### src/rtl/wdt_pkg.sv
package wdt_pkg;
  localparam int PRE_W = 13;

  // log2 of the divide ratio for each clock-select code
  function automatic int unsigned div_shift(input logic [2:0] code);
    if (code == 3'd0)      return 1;
    else if (code <= 3'd5) return int'(code) + 5;
    else                   return int'(code) + 6;
  endfunction

  function automatic logic [PRE_W-1:0] tick_mask(input logic [2:0] code);
    return PRE_W'((1 << div_shift(code)) - 1);
  endfunction

  typedef enum logic {MODE_INTERVAL = 1'b0, MODE_WATCHDOG = 1'b1} wdt_mode_e;
endpackage

### src/rtl/wdt_prescaler.sv
module wdt_prescaler
  import wdt_pkg::*;
(
  input  logic       clk,
  input  logic       rst_n,
  input  logic       run,
  input  logic [2:0] sel,
  output logic       tick
);
  logic [PRE_W-1:0] div_q;
  logic [PRE_W-1:0] mask;

  assign mask = tick_mask(sel);
  assign tick = run && ((div_q & mask) == mask);

  always_ff @(posedge clk) begin
    if (!rst_n || !run) div_q <= '0;
    else                div_q <= div_q + 1'b1;
  end
endmodule

### src/rtl/wdt_counter.sv
module wdt_counter #(
  parameter int W = 8
) (
  input  logic         clk,
  input  logic         rst_n,
  input  logic         run,
  input  logic         tick,
  input  logic         load,
  input  logic [W-1:0] load_val,
  output logic [W-1:0] count,
  output logic         wrap
);
  assign wrap = run && tick && !load && (count == {W{1'b1}});

  always_ff @(posedge clk) begin
    if (!rst_n || !run) count <= '0;
    else if (load)      count <= load_val;
    else if (tick)      count <= count + 1'b1;
  end
endmodule

### src/rtl/wdt_stretch.sv
module wdt_stretch #(
  parameter int LEN = 128
) (
  input  logic clk,
  input  logic rst_n,
  input  logic trig,
  output logic pulse
);
  localparam int CW = $clog2(LEN + 1);
  logic [CW-1:0] left_q;

  assign pulse = (left_q != '0);

  always_ff @(posedge clk) begin
    if (!rst_n)             left_q <= '0;
    else if (trig)          left_q <= CW'(LEN);
    else if (left_q != '0)  left_q <= left_q - 1'b1;
  end
endmodule

### src/rtl/wdt_timer.sv
module wdt_timer
  import wdt_pkg::*;
#(
  parameter int CNT_W     = 8,
  parameter int PULSE_LEN = 128
) (
  input  logic             clk,
  input  logic             rst_n,
  input  logic             reg_cs,
  input  logic             reg_we,
  input  logic             reg_addr,
  input  logic [CNT_W-1:0] reg_wdata,
  output logic [CNT_W-1:0] reg_rdata,
  output logic             irq_req,
  output logic             wdog_ovf
);
  wdt_mode_e  mode_q;
  logic       en_q;
  logic [2:0] sel_q;
  logic       flag_q;
  logic       armed_q;

  logic             ctrl_wr, ctrl_rd, cnt_wr;
  logic             tick, ovf_evt, clr_evt;
  logic [CNT_W-1:0] count;

  assign ctrl_wr = reg_cs && reg_we && !reg_addr;
  assign ctrl_rd = reg_cs && !reg_we && !reg_addr;
  assign cnt_wr  = reg_cs && reg_we && reg_addr && en_q;
  assign clr_evt = ctrl_wr && !reg_wdata[7] && armed_q && flag_q;

  wdt_prescaler u_pre (
    .clk(clk), .rst_n(rst_n), .run(en_q), .sel(sel_q), .tick(tick)
  );

  wdt_counter #(.W(CNT_W)) u_cnt (
    .clk(clk), .rst_n(rst_n), .run(en_q), .tick(tick), .load(cnt_wr),
    .load_val(reg_wdata), .count(count), .wrap(ovf_evt)
  );

  wdt_stretch #(.LEN(PULSE_LEN)) u_str (
    .clk(clk), .rst_n(rst_n), .trig(ovf_evt && (mode_q == MODE_WATCHDOG)),
    .pulse(wdog_ovf)
  );

  always_ff @(posedge clk) begin
    if (!rst_n) begin
      mode_q <= MODE_INTERVAL;
      en_q   <= 1'b0;
      sel_q  <= 3'd0;
    end else if (ctrl_wr) begin
      mode_q <= wdt_mode_e'(reg_wdata[6]);
      en_q   <= reg_wdata[5];
      sel_q  <= reg_wdata[2:0];
    end
  end

  always_ff @(posedge clk) begin
    if (!rst_n) begin
      flag_q  <= 1'b0;
      armed_q <= 1'b0;
    end else begin
      if (ovf_evt)      flag_q <= 1'b1;
      else if (clr_evt) flag_q <= 1'b0;
      if (clr_evt)                 armed_q <= 1'b0;
      else if (ctrl_rd && flag_q)  armed_q <= 1'b1;
    end
  end

  always_comb begin
    if (reg_addr) reg_rdata = count;
    else          reg_rdata = {flag_q, mode_q, en_q, 2'b11, sel_q};
  end

  assign irq_req = flag_q && (mode_q == MODE_INTERVAL);
endmodule

### config.mk
export PLATFORM = sky130hd
export DESIGN_NAME = wdt_timer
export DESIGN_NICKNAME = d
export VERILOG_FILES = /design/src/rtl/wdt_pkg.sv /design/src/rtl/wdt_prescaler.sv /design/src/rtl/wdt_counter.sv /design/src/rtl/wdt_stretch.sv /design/src/rtl/wdt_timer.sv
export SDC_FILE = /design/constraint.sdc
export NUM_CORES = 1
export LEC_CHECK = 0
export BUFFER_PORTS_ARGS = -buffer_cell sky130_fd_sc_hd__buf_2
export CAP_MARGIN = 20
export CELL_PAD_IN_SITES_DETAIL_PLACEMENT = 0
export CELL_PAD_IN_SITES_GLOBAL_PLACEMENT = 1
export CORE_MARGIN = 2
export CORE_UTILIZATION = 48
export DETAILED_ROUTE_END_ITERATION = 10
export PLACE_DENSITY = 0.88
export SLEW_MARGIN = 20
export SYNTH_ARGS = -nofsm -noshare
export SYNTH_HDL_FRONTEND = slang
export SYNTH_HIERARCHICAL = 1
export SYNTH_SLANG_ARGS = --single-unit
export TNS_END_PERCENT = 20
### constraint.sdc
create_clock -name clk -period 8.1 [get_ports clk]
set_input_delay 0.81 -clock clk [delete_from_list [all_inputs] [get_ports clk]]
set_output_delay 0.81 -clock clk [all_outputs]
set_load 0.005 [all_outputs]
== Word-level counts from Yosys, hierarchy flattened ==
Cells that the tools add are included.

* Output and inout port bits: 10
* Memories: 0
* RAM bits: 0
* Word-level logic and storage cells: 61
* Input port bits: 13
* ROM bits: 0
* Register bits after elaboration: 36
* Latch bits: 0

* Multiplexer cells: 9
* Shifts and indexed selects: 1
* $add $sub $neg: 6
* Bitwise operators: 3
* Eq/ne operators: 2
* Reduce and logical (&&, ||, !) cells: 30
* $mul: 0
* Order comparisons: 1
* Divide/modulo/power cells: 0

{| class="wikitable"
|+ Operator list
! kind !! count
|-
| $mux W32 || 2
|-
| $mux W8 || 5
|-
| $shl A1 B32 Y13 const A || 1
|-
| $logic_and A1 B1 Y1 || 16
|-
| $add A13 B1 Y13 const B || 1
|-
| $and A13 B13 Y13 || 1
|-
| $eq A13 B13 Y1 || 1
|-
| $sub A13 B2 Y13 const B || 1
|-
| $add A3 B3 Y4 const B || 2
|-
| $add A8 B1 Y8 const B || 1
|-
| $eq A8 B8 Y1 const B || 1
|-
| $reduce_bool A8 Y1 || 1
|-
| $sub A8 B1 Y8 const B || 1
|-
| $logic_not A1 Y1 || 6
|-
| $reduce_bool A2 Y1 || 3
|-
| $reduce_or A2 Y1 || 2
|-
| $le A3 B3 Y1 const B || 1
|-
| $logic_not A3 Y1 || 1
|-
| $mux W1 || 2
|-
| $not A1 Y1 || 2
|-
| $logic_or A1 B1 Y1 || 1
|}

== Depth between registers and ports, before layout ==
Gate-level depths: netlist (run 1).

* Depth after elaboration: 13
* Mapped depth: 23
* Depth with buffers taken out: 19

== By module ==
The synthesis (run 1) kept the hierarchy.

{| class="wikitable"
|+ Modules (own cells, without submodules)
! module !! cells each !! instances !! sequential area each (µm²) !! area each (µm²)
|-
| wdt_prescaler || 133 || 1 || 260.2 || 1108.6
|-
| wdt_counter || 57 || 1 || 160.2 || 462.9
|-
| wdt_timer || 44 || 1 || 140.1 || 411.6
|-
| wdt_stretch || 44 || 1 || 160.2 || 397.9
|}

== Worst setup path before layout (run 1) ==
Ideal clock, no wire load.

* Path kind: flip-flop to flip-flop
* From: reg sel_q[1]
* To: reg u_str.left_q[3]
* Required time: 7.975 ns
* Arrival time: 3.666 ns
* Clock period less this slack: 3.791 ns
* Slack: 4.309 ns
* Stages on the path, launching flop included: 22
* Buffers on the path: 2
* Library setup time: 0.125 ns
* Path through: dfxtp_1 -> inv_1 -> ha_1 -> nor2b_2 -> a211oi_2 -> nor2_4 -> nand2_1 -> ha_1 -> clkbuf_1 -> nor3_1 -> mux2i_1 -> nor3_1 -> a31oi_1 -> o22ai_2 -> nor4_2 -> buf_2 -> nand2_1 -> nor4_1 -> and2_1 -> nand2b_1 -> a21o_1 -> a21oi_1

* Longest elaborated chain between the ends: 13
* Elaborated cells between the ends (all ways): 16
* Classes of those cells: 3 x add/sub; 1 x order compare; 1 x eq/ne; 1 x shift; 2 x mux; 1 x bitwise; 7 x reduce/logical

{| class="wikitable"
|+ RTL lines
! element !! line !! source
|-
| start, declared || wdt_timer.sv:19 || <nowiki>logic [2:0] sel_q;</nowiki>
|-
| start signal, assigned || wdt_timer.sv:54 || <nowiki>sel_q <= reg_wdata[2:0];</nowiki>
|-
| $add A3 B3 Y4 (tied with other cells) || wdt_pkg.sv:8 || <nowiki>else return int'(code) + 6;</nowiki>
|-
| $mux W32 || wdt_pkg.sv:7 || <nowiki>else if (code <= 3'd5) return int'(code) + 5;</nowiki>
|-
| $mux W32 (*) || wdt_pkg.sv:6 || <nowiki>if (code == 3'd0) return 1;</nowiki>
|-
| $shl A1 B32 Y13 (*) || wdt_pkg.sv:12 || <nowiki>return PRE_W'((1 << div_shift(code)) - 1);</nowiki>
|-
| $sub A13 B2 Y13 (*) || wdt_pkg.sv:12 ||
|-
| $and A13 B13 Y13 || wdt_prescaler.sv:14 || <nowiki>assign tick = run && ((div_q & mask) == mask);</nowiki>
|-
| $eq A13 B13 Y1 (*) || wdt_prescaler.sv:14 ||
|-
| $logic_and A1 B1 Y1 (*) || wdt_prescaler.sv:14 ||
|-
| named net tick || wdt_timer.sv:24 || <nowiki>logic tick, ovf_evt, clr_evt;</nowiki>
|-
| $logic_and A1 B1 Y1 (*) (3 in a row) || wdt_counter.sv:13 || <nowiki>assign wrap = run && tick && !load && (count == {W{1'b1}});</nowiki>
|-
| named net ovf_evt || wdt_timer.sv:24 ||
|-
| $logic_and A1 B1 Y1 (*) || wdt_timer.sv:42 || <nowiki>.clk(clk), .rst_n(rst_n), .trig(ovf_evt && (mode_q == MODE_WATCHDOG)),</nowiki>
|-
| $reduce_or A2 Y1 (no source line) (*) || n/a ||
|-
| end signal, assigned || wdt_stretch.sv:16 || <nowiki>else if (trig) left_q <= CW'(LEN);</nowiki>
|-
| end signal, assigned || wdt_stretch.sv:17 || <nowiki>else if (left_q != '0) left_q <= left_q - 1'b1;</nowiki>
|-
| end, declared || wdt_stretch.sv:10 || <nowiki>logic [CW-1:0] left_q;</nowiki>
|}

Mark *: on every way through the listed nets, which the timed path passes. The rest lies on a longest branch.
A chain may end at the register's enable or synchronous reset.

== Worst setup path after layout (run 1) ==
Same ends and word-level chain as after synthesis.

==> results.sh, run 1 <==
export IMPL_async_reset_ff_frac=0
export IMPL_via_per_inst=5.47
export IMPL_fin_crit_sh=0.635
export IMPL_r2r_end="u_str/left_q[3]"
export IMPL_rsz0062_at_grt="false"
export IMPL_skew_ns=0.00984
export IMPL_postCtsSetupBuffers=0
export IMPL_yosysSeqAreaShare=0.303
export IMPL_final_common_cell="dfxtp_1"
export IMPL_relSlewSlack=0.430
export IMPL_ant_nets=0
export IMPL_cts_sinks=36
export IMPL_worstMarginPinSlew_ns=0.847
export IMPL_totalWireLength_um=4860
export IMPL_hpwl_um=3470
export IMPL_grt_pass1_vias=1734
export IMPL_final_setup_tns_ns=0
export IMPL_powerDensity_nw_per_um2=198
export IMPL_first_pass_iters=4
export IMPL_hold_viol_final=0
export IMPL_synthTopCellsByArea="dfxtp_1 30%, ha_1 5.8%, nand2_1 4.6%, xor2_1 4.0%, mux2i_1 3.8%"
export IMPL_avgSynthCellArea_um2=8.56
export IMPL_status="completed"
export IMPL_ys_ff_latch=36
export IMPL_layout_nets=316
export IMPL_clock_latency_ns=0.29
export IMPL_vias=1968
export IMPL_final_cell_mix="36 x dfxtp_1, 29 x nand2_1, 22 x buf_2"
export IMPL_min_from="armed_q"
export IMPL_reg2reg_depth=18
export IMPL_grt_overflow=0
export IMPL_synth_flop_cell="dfxtp_1"
export IMPL_die_area_um2=5540
export IMPL_cts_tree="yes"
export IMPL_drc=0
export IMPL_fmax_ghz=0.195
export IMPL_setup_viol=0
export IMPL_whs_endpoint="armed_q"
export IMPL_hold_path_class="reg2reg"
export IMPL_ir_drop_mv=0.173
export IMPL_worstPathRequired_ns=8.27
export IMPL_numCtsBuffers=5
export IMPL_cts_repair_resized=0
export IMPL_crit_type="reg2reg"
export IMPL_cp_max_fo=17
export IMPL_fin_hold_ws_ns=0.452
export IMPL_antenna_found_initial=0
export IMPL_clk_pin_slew_worst_paths_ns=0.08
export IMPL_antennaDiodeCount=0
export IMPL_hold_depth=2
export IMPL_startpoint_type="flip-flop"
export IMPL_netlist_area_um2=2380
export IMPL_r2r_start="sel_q[1]"
export IMPL_drive_gt1_frac=0.188
export IMPL_min_period_ns=5.14
export IMPL_grt_max_degree=20
export IMPL_maxCapViolCount=0
export IMPL_drv_slew=0
export IMPL_initial_core_util=0.501
export IMPL_cp_end_kind="flip-flop"
export IMPL_grt_use_total=0.189
export IMPL_area_growth_pct=8.36
export IMPL_rows=25
export IMPL_die_x_um=74.4
export IMPL_arrival_ns=5.31
export IMPL_fp_coreArea_um2=4750
export IMPL_syn_nets=302
export IMPL_reg2reg_slack_ns=2.96
export IMPL_cts_root_buffer_cell="clkbuf_8"
export IMPL_syn_inst=278
export IMPL_htreeDepth=2
export IMPL_gp_congestion=0.907
export IMPL_drt_iter0_markers=112
export IMPL_fillerInstances=465
export IMPL_synth_top_area_cell="dfxtp_1"
export IMPL_synth_edf_count=0
export IMPL_fp_dieH_um=74.4
export IMPL_ctsLongestPathBuffers=2
export IMPL_synth_top_cell_area_share=0.303
export IMPL_yosysWarnings=6
export IMPL_io_pins=23
export IMPL_wl_per_cell_um=13.5
export IMPL_p_leak_uw=0.000963
export IMPL_holdBufCountCts=0
export IMPL_grt_pass1_wl_um=8130
export IMPL_synth_cell_types=63
export IMPL_io_buffers=22
[synthesized netlist by cell type (2+ instances only)]
| library cell | count |
|---|---|
| a211oi_2 | 4 |
| a21oi_1 | 8 |
| a31oi_1 | 4 |
| and2_1 | 7 |
| and3_1 | 4 |
| buf_2 | 3 |
| buf_4 | 2 |
| buf_6 | 5 |
| clkbuf_1 | 4 |
| dfxtp_1 | 36 |
| ha_1 | 11 |
| inv_1 | 7 |
| inv_2 | 2 |
| mux2_2 | 6 |
| mux2i_1 | 9 |
| nand2_1 | 29 |
| nand2b_1 | 5 |
| nand3_1 | 8 |
| nand4_1 | 6 |
| nor2_1 | 21 |
| nor2b_1 | 3 |
| nor3_1 | 5 |
| nor3b_1 | 4 |
| nor4_1 | 3 |
| nor4_2 | 2 |
| nor4bb_1 | 2 |
| o21ai_0 | 17 |
| o21ai_1 | 2 |
| o311ai_1 | 2 |
| or3_1 | 4 |
| or4_1 | 4 |
| xnor2_1 | 8 |
| xor2_1 | 11 |
[per-layer routing]
| metal | vias to the layer above | routed length, um | track usage |
|---|---|---|---|
| li1 | 1024 | - | - |
| met4 | 0 | 25 | 0.0556 |
| met5 | - | 0 | 0 |
| met3 | 2 | 159 | 0.0379 |
| met2 | 34 | 2220 | 0.299 |
| met1 | 908 | 2450 | 0.261 |
[how the worst max path moves through the flow]
stage	from	slack, ns	endpoint	cells past startpoint
2_1_floorplan	sel_q[1]	4.31	u_str/left_q[3]	21
3_3_place_gp	sel_q[1]	3.20	u_str/left_q[3]	18
3_5_place_dp	sel_q[1]	3.11	u_str/left_q[3]	18
4_1_cts	sel_q[1]	2.99	u_str/left_q[3]	18
5_1_grt	sel_q[1]	2.51	u_str/left_q[3]	18
6_report	sel_q[1]	2.96	u_str/left_q[3]	18
[cell type report]
type                       instances  area [um^2]  share of cell area
clock inverter                     3         42.5              0.0165
clock buffer                       5         68.8              0.0267
inverter                          10         37.5              0.0145
timing repair buffer              22          110              0.0427
tap                               67         83.8              0.0325
sequential                        36          721               0.279
multi-input combinational        217         1520               0.588
[sequential cells by signal (all words and copies together) (netlist names)]
name and count:
armed_q 1, u_cnt/count 8, mode_q 1, flag_q 1
u_pre/div_q 13, u_str/left_q 8, en_q 1, sel_q 3
[stage by stage]
step / setup slack (ns) / total power, uW / cell area, um^2 / utilization / instances
2_1_floorplan: 4.31 / 326 / 2380 / - / 278
3_3_place_gp: 3.20 / 355 / 2470 / 0.519 / 352
3_5_place_dp: 3.11 / 356 / 2470 / 0.519 / 352
4_1_cts: 2.99 / 515 / 2580 / 0.543 / 360
5_1_grt: 2.51 / 544 / 2580 / 0.543 / 360
6_report: 2.96 / 512 / 2580 / 0.543 / 360
[kinds of logic after synthesis]
family	after synthesis	share of synthesized area
AND/OR/NAND/NOR	119	0.284
AO/OA/AOI/OAI	53	0.159
flip-flops	36	0.303
buffers and inverters	25	0.0604
XOR/XNOR	19	0.0699
multiplexers	15	0.0662
adder cells (fa/ha/maj)	11	0.0578
[worst max-delay path: stages, from the launching register on]
cell and delay (ns):
dfxtp_1 0.53, ha_1 0.60, a211oi_2 0.12, a211oi_2 0.62, nor2_1 0.17, nand2_1 0.12, ha_1 0.29, nor3_1 0.10
mux2i_1 0.14, nor3_1 0.06, a31oi_1 0.20, o22ai_2 0.12, nor4_2 0.65, nand2_1 0.24, nor4_1 0.45, and2_1 0.21
nand2b_1 0.22, a21o_1 0.15, a21oi_1 0.05
[where the power goes]
part           leakage [uW]  total (uW)  switching (uW)  internal, uW
Sequential         0.000292         216            21.1           195
Clock             0.0000541         157            65.9          91.0
Combinational      0.000617         138            72.1          66.1
Total              0.000963         512             159           352
(Power assumes the default switching activity.)
==> run 2, diff against run 1 <==
--- a/config.mk
+++ b/config.mk
@@ -10,9 +10,9 @@
 export CELL_PAD_IN_SITES_DETAIL_PLACEMENT = 0
 export CELL_PAD_IN_SITES_GLOBAL_PLACEMENT = 1
 export CORE_MARGIN = 2
-export CORE_UTILIZATION = 48
+export CORE_UTILIZATION = 40
 export DETAILED_ROUTE_END_ITERATION = 10
-export PLACE_DENSITY = 0.88
+export PLACE_DENSITY = 0.79
 export SLEW_MARGIN = 20
 export SYNTH_ARGS = -nofsm -noshare
 export SYNTH_HDL_FRONTEND = slang
==> constraint.sdc (replaced) <==
create_clock -name clk -period 4.3 [get_ports clk]
set_input_delay 0.43 -clock clk [delete_from_list [all_inputs] [get_ports clk]]
set_output_delay 0.43 -clock clk [all_outputs]
set_load 0.005 [all_outputs]
==> results.sh, run 2 (synthesis results as in run 1) <==
export IMPL_rsz0062_at_grt="false"
export IMPL_antennaDiodeCount=0
export IMPL_final_common_cell="dfxtp_1"
export IMPL_p_sw_uw=297
export IMPL_crit_buf_inv=2
export IMPL_rows=28
export IMPL_clk_pin_slew_worst_paths_ns=0.08
export IMPL_cts_sinks=36
export IMPL_final_area_um2=2670
export IMPL_drc=0
export IMPL_drive_gt1_frac=0.220
export IMPL_worstMarginPinSlew_ns=0.544
export IMPL_min_period_ns=3.96
export IMPL_numCtsBuffers=5
export IMPL_via_per_inst=5.51
export IMPL_startpoint_type="flip-flop"
export IMPL_seqPwrFrac=0.447
export IMPL_p_leak_uw=0.00101
export IMPL_antenna_found_initial=0
export IMPL_grt_use_total=0.169
export IMPL_hold_path_class="in2reg"
export IMPL_dp_cells=365
export IMPL_htreeDepth=2
export IMPL_io_buffers=22
export IMPL_clock_latency_ns=0.28
export IMPL_grt_pass1_vias=1921
export IMPL_fin_crit_sh=0.922
export IMPL_reg2reg_slack_ns=0.34
export IMPL_cp_end_kind="flip-flop"
export IMPL_fp_coreArea_um2=5850
export IMPL_largest_register="u_pre/div_q"
export IMPL_largest_reg_flops=13
export IMPL_totalWireLength_um=5170
export IMPL_pwr_share_comb=0.292
export IMPL_initial_core_util=0.407
export IMPL_final_setup_tns_ns=0
export IMPL_fmax_ghz=0.252
export IMPL_cts_root_buffer_cell="clkbuf_8"
export IMPL_gp_congestion=0.876
export IMPL_area_growth_pct=12.1
export IMPL_grt_overflow=0
export IMPL_die_area_um2=6590
export IMPL_drt_iter0_markers=110
export IMPL_grt_pass1_wl_um=8750
export IMPL_setup_viol=0
export IMPL_hpwl_um=3670
export IMPL_cp_max_fo=7
export IMPL_ir_drop_mv=0.335
export IMPL_top_regs="u_pre/div_q: 13 flops, u_cnt/count: 8 flops, u_str/left_q: 8 flops"
export IMPL_slowest_stage="dfxtp_1"
export IMPL_die_x_um=81.2
export IMPL_drv_slew=0
export IMPL_skew_ns=0.00586
export IMPL_crit_type="reg2reg"
export IMPL_cts_tree="yes"
export IMPL_path_common_cell="nand2_1"
export IMPL_fin_cells=375
export IMPL_crit_chain="buf_4 -> inv_1 -> ha_1 -> nor2_1 -> a211oi_4 -> nor2_4 -> nand2_1 -> ha_2 -> o221ai_1 -> a211oi_2 -> o221ai_2 -> nor4_2 -> nand2_1 -> nor4_4 -> and2_1 -> nand2b_2 -> a21o_1 -> a21oi_1"
export IMPL_io_pins=23
export IMPL_ctsLongestPathBuffers=2
export IMPL_arrival_ns=4.13
export IMPL_worstPathRequired_ns=4.47
export IMPL_clkPwrFrac=0.262
export IMPL_maxCapViolCount=0
export IMPL_p_sw_frac=0.327
export IMPL_hold_viol_final=0
export IMPL_fp_dieH_um=81.2
export IMPL_ant_nets=0
export IMPL_p_int_uw=613
export IMPL_powerDensity_nw_per_um2=341
export IMPL_wl_per_cell_um=13.8
export IMPL_final_cell_mix="35 x dfxtp_1, 29 x nand2_1, 22 x buf_2"
export IMPL_first_pass_iters=4
export IMPL_status="completed"
export IMPL_vias=2065
export IMPL_grt_max_degree=20
export IMPL_crit_family="simple AND/OR/NAND/NOR gates"
export IMPL_dpl_cell_area_um2=2520
export IMPL_cpPeakStageDelay_ns=0.43
export IMPL_layout_nets=323
export IMPL_relSlewSlack=0.633
==> run 2: cell count changes in the layout (fill, tap and decap cells not counted), sizes merged <==
cell,change
bufinv,-1
buf,+7
clkbuf,+2
clkinvlp,-1
==> run 2: metrics by stage <==
stage / total power, uW / setup WS [ns] / hold slack [ns] / util
after global routing: 974 / 0.00397 / 0.391 / 0.456
final: 910 / 0.336 / 0.390 / 0.456
after global placement: 674 / 0.278 / 0.443 / 0.430
after detailed placement: 675 / 0.146 / 0.444 / 0.430
after floorplan: 614 / 0.509 / 0.425 / -
after CTS: 916 / 0.0506 / 0.384 / 0.445
==> run 2: worst paths after layout <==
check | from | end | cells past startpoint
hold reg to reg | armed_q | armed_q | 2
hold / removal | reg_wdata[2] | sel_q[2] | 3
setup / recovery | sel_q[1] | u_str/left_q[3] | 18
setup reg to reg | sel_q[1] | u_str/left_q[3] | 18
==> run 2: power by group through the flow <==
stage / clock, uW / sequential, uW / combinational [uW]
finish: 238 / 407 / 265
global route: 260 / 412 / 302
CTS: 247 / 405 / 264
floorplan: 0 / 404 / 210
detailed placement: 0 / 413 / 262
global placement: 0 / 412 / 262
==> run 2: area by class of cell <==
class,count,area (um^2)
Tap cell,75,93.8
Clock inverter,1,8.76
Timing Repair Buffer,29,163
Multi-Input combinational cell,217,1570
Sequential cell,36,722
Fill cell,567,3180
Clock buffer,7,76.3
Inverter,10,37.5
==> run 2: repair_timing <==
| action | in CTS | in global routing |
|---|---|---|
| buffers inserted | 0 | 2 |
| setup endpoints to repair | 0 | 10 |
| resized for setup | 0 | 10 |
| hold buffers | 0 | 0 |
==> run 2: routing by layer <==
layer,up-vias,global-route usage,wire length (um)
li1,1040,-,-
met3,6,0.0322,223
met4,0,0.0678,77
met5,-,0,0
met2,56,0.270,2430
met1,963,0.223,2440
==> run 2: worst register-to-register path, stage by stage (launching register included) <==
cell	delay, ns
dfxtp_1	0.43
buf_4	0.21
inv_1	0.08
ha_1	0.34
nor2_1	0.22
a211oi_4	0.09
nor2_4	0.16
nand2_1	0.07
ha_2	0.32
o221ai_1	0.12
a211oi_2	0.26
o221ai_2	0.15
nor4_2	0.36
nand2_1	0.20
nor4_4	0.31
and2_1	0.18
nand2b_2	0.18
a21o_1	0.13
a21oi_1	0.04
==> run 3, diff against run 2 <==
--- a/config.mk
+++ b/config.mk
@@ -5,13 +5,13 @@
 export SDC_FILE = /design/constraint.sdc
 export NUM_CORES = 1
 export LEC_CHECK = 0
-export BUFFER_PORTS_ARGS = -buffer_cell sky130_fd_sc_hd__buf_2
 export CAP_MARGIN = 20
 export CELL_PAD_IN_SITES_DETAIL_PLACEMENT = 0
 export CELL_PAD_IN_SITES_GLOBAL_PLACEMENT = 1
 export CORE_MARGIN = 2
-export CORE_UTILIZATION = 40
+export CORE_UTILIZATION = 43
 export DETAILED_ROUTE_END_ITERATION = 10
+export DONT_BUFFER_PORTS = 1
 export PLACE_DENSITY = 0.79
 export SLEW_MARGIN = 20
 export SYNTH_ARGS = -nofsm -noshare
==> results.sh, run 3 (synthesis results as in run 1) <==
export IMPL_status="completed"
export IMPL_drv_slew=0
export IMPL_cpPeakStageDelay_ns=0.44
export IMPL_startpoint_type="flip-flop"
export IMPL_layout_nets=299
export IMPL_worstMarginPinSlew_ns=0.545
export IMPL_top_regs="u_pre/div_q: 13 flops, u_cnt/count: 8 flops, u_str/left_q: 8 flops"
export IMPL_htreeDepth=2
export IMPL_dp_cells=340
export IMPL_rows=27
export IMPL_final_setup_tns_ns=0
export IMPL_drc=0
export IMPL_drive_gt1_frac=0.145
export IMPL_area_growth_pct=5.99
export IMPL_clock_latency_ns=0.29
export IMPL_hpwl_um=3580
export IMPL_via_per_inst=5.60
export IMPL_fin_cells=348
export IMPL_powerDensity_nw_per_um2=358
export IMPL_clkPwrFrac=0.277
export IMPL_p_leak_uw=0.000882
export IMPL_clk_pin_slew_worst_paths_ns=0.07
export IMPL_largest_register="u_pre/div_q"
export IMPL_totalWireLength_um=5020
export IMPL_p_sw_frac=0.319
export IMPL_fp_coreArea_um2=5440
export IMPL_grt_max_degree=20
export IMPL_antennaDiodeCount=0
export IMPL_p_sw_uw=288
export IMPL_cts_root_buffer_cell="clkbuf_8"
export IMPL_fp_dieH_um=78.4
export IMPL_cp_max_fo=7
export IMPL_die_x_um=78.4
export IMPL_whs_endpoint="armed_q"
export IMPL_hold_path_class="in2reg"
export IMPL_postCtsSetupBuffers=0
export IMPL_p_int_uw=615
export IMPL_finalPower_uw=903
export IMPL_ir_drop_mv=0.312
export IMPL_crit_type="reg2reg"
export IMPL_dp_slack_ns=0.172
export IMPL_cp_end_kind="flip-flop"
export IMPL_min_period_ns=3.86
export IMPL_drt_iter0_markers=112
export IMPL_grt_overflow=0
export IMPL_final_common_cell="dfxtp_1"
export IMPL_cts_sinks=36
export IMPL_fmax_ghz=0.259
export IMPL_hold_depth=1
export IMPL_largest_reg_flops=13
export IMPL_crit_chain="inv_1 -> ha_1 -> nor2b_2 -> a211oi_4 -> nor2_4 -> nand2_1 -> ha_1 -> nor3_1 -> mux2i_1 -> nor3_1 -> a31oi_1 -> o22ai_2 -> nor4_2 -> nand2_1 -> nor4_2 -> and2_1 -> nand2b_1 -> a21o_1 -> a21oi_1"
export IMPL_ctsLongestPathBuffers=2
export IMPL_ant_nets=0
export IMPL_min_from="rst_n"
export IMPL_crit_buf_inv=1
export IMPL_fin_crit_sh=0.898
export IMPL_gp_congestion=0.880
export IMPL_timing_final_ws_setup_ns=0.440
export IMPL_die_area_um2=6150
export IMPL_r2r_end="u_str/left_q[3]"
export IMPL_r2r_start="sel_q[1]"
export IMPL_arrival_ns=4.03
export IMPL_reg2reg_slack_ns=0.44
export IMPL_wl_per_cell_um=14.4
export IMPL_grt_use_total=0.181
export IMPL_io_pins=23
export IMPL_skew_ns=0.00559
export IMPL_grt_pass1_wl_um=8890
export IMPL_vias=1949
export IMPL_rsz0062_at_grt="false"
export IMPL_fin_hold_ws_ns=0.260
export IMPL_grt_pass1_vias=1893
export IMPL_reg2reg_depth=19
export IMPL_crit_family="simple AND/OR/NAND/NOR gates"
export IMPL_worstPathRequired_ns=4.47
export IMPL_cts_tree="yes"
export IMPL_final_cell_mix="35 x dfxtp_1, 29 x nand2_1, 21 x nor2_1"
export IMPL_io_buffers=0
export IMPL_setup_viol=0
export IMPL_slowest_stage="dfxtp_1"
export IMPL_seqPwrFrac=0.450
export IMPL_numCtsBuffers=5
export IMPL_relSlewSlack=0.632
export IMPL_initial_core_util=0.438
export IMPL_pwr_share_comb=0.273
export IMPL_antenna_found_initial=0
export IMPL_maxCapViolCount=0
export IMPL_first_pass_iters=4
export IMPL_hold_viol_final=0
-- run 3: per-stage QoR --
stage	util	instance area, um^2
4_1_cts	0.459	2500
3_3_place_gp	0.442	2400
6_report	0.464	2520
2_1_floorplan	-	2380
5_1_grt	0.464	2520
3_5_place_dp	0.442	2400
-- run 3: worst max path at each step --
stage | start | slack (ns) | endpoint | depth (start not counted)
after floorplan | sel_q[1] | 0.51 | u_str/left_q[3] | 21
after global placement | sel_q[2] | 0.26 | u_str/left_q[3] | 16
after detailed placement | sel_q[2] | 0.17 | u_str/left_q[3] | 18
after CTS | sel_q[2] | 0.15 | u_str/left_q[3] | 18
after global routing | sel_q[1] | 0.005 | u_str/left_q[3] | 17
final | sel_q[1] | 0.44 | u_str/left_q[3] | 19
-- run 3: power groups by stage --
stage          sequential (uW)  clock (uW)  combinational (uW)
6_report                   406         251                 247
5_1_grt                    415         275                 280
4_1_cts                    405         260                 247
3_5_place_dp               412           0                 246
3_3_place_gp               412           0                 243
2_1_floorplan              404           0                 210
-- run 3: what timing repair did --
action,4_1_cts,5_1_grt
hold buffers,0,0
gates resized for setup,0,5
endpoints found under the setup margin,0,7
-- run 3: metal layers --
metal	routed length, um	GRT usage	vias to the layer above
met1	2360	0.241	903
met4	78	0.0632	0
met3	220	0.0379	7
li1	-	-	990
met5	0	0	-
met2	2370	0.289	49
-- run 3: area by class of cell --
cell class | count | area, um^2
timing repair buffer | 5 | 37.5
clock buffer | 7 | 86.3
fill | 545 | 2920
clock inverter | 1 | 7.51
inverter | 10 | 37.5
multi-input combinational | 217 | 1540
tap | 72 | 90.1
sequential | 36 | 722
-- run 3: worst register-to-register path, stage by stage, from the launching register on --
cell and delay [ns]:
dfxtp_1 0.44, inv_1 0.11, ha_1 0.22, nor2b_2 0.22, a211oi_4 0.37, nor2_4 0.09, nand2_1 0.08, ha_1 0.28
nor3_1 0.09, mux2i_1 0.15, nor3_1 0.06, a31oi_1 0.21, o22ai_2 0.12, nor4_2 0.19, nand2_1 0.17, nor4_2 0.34
and2_1 0.19, nand2b_1 0.23, a21o_1 0.15, a21oi_1 0.04
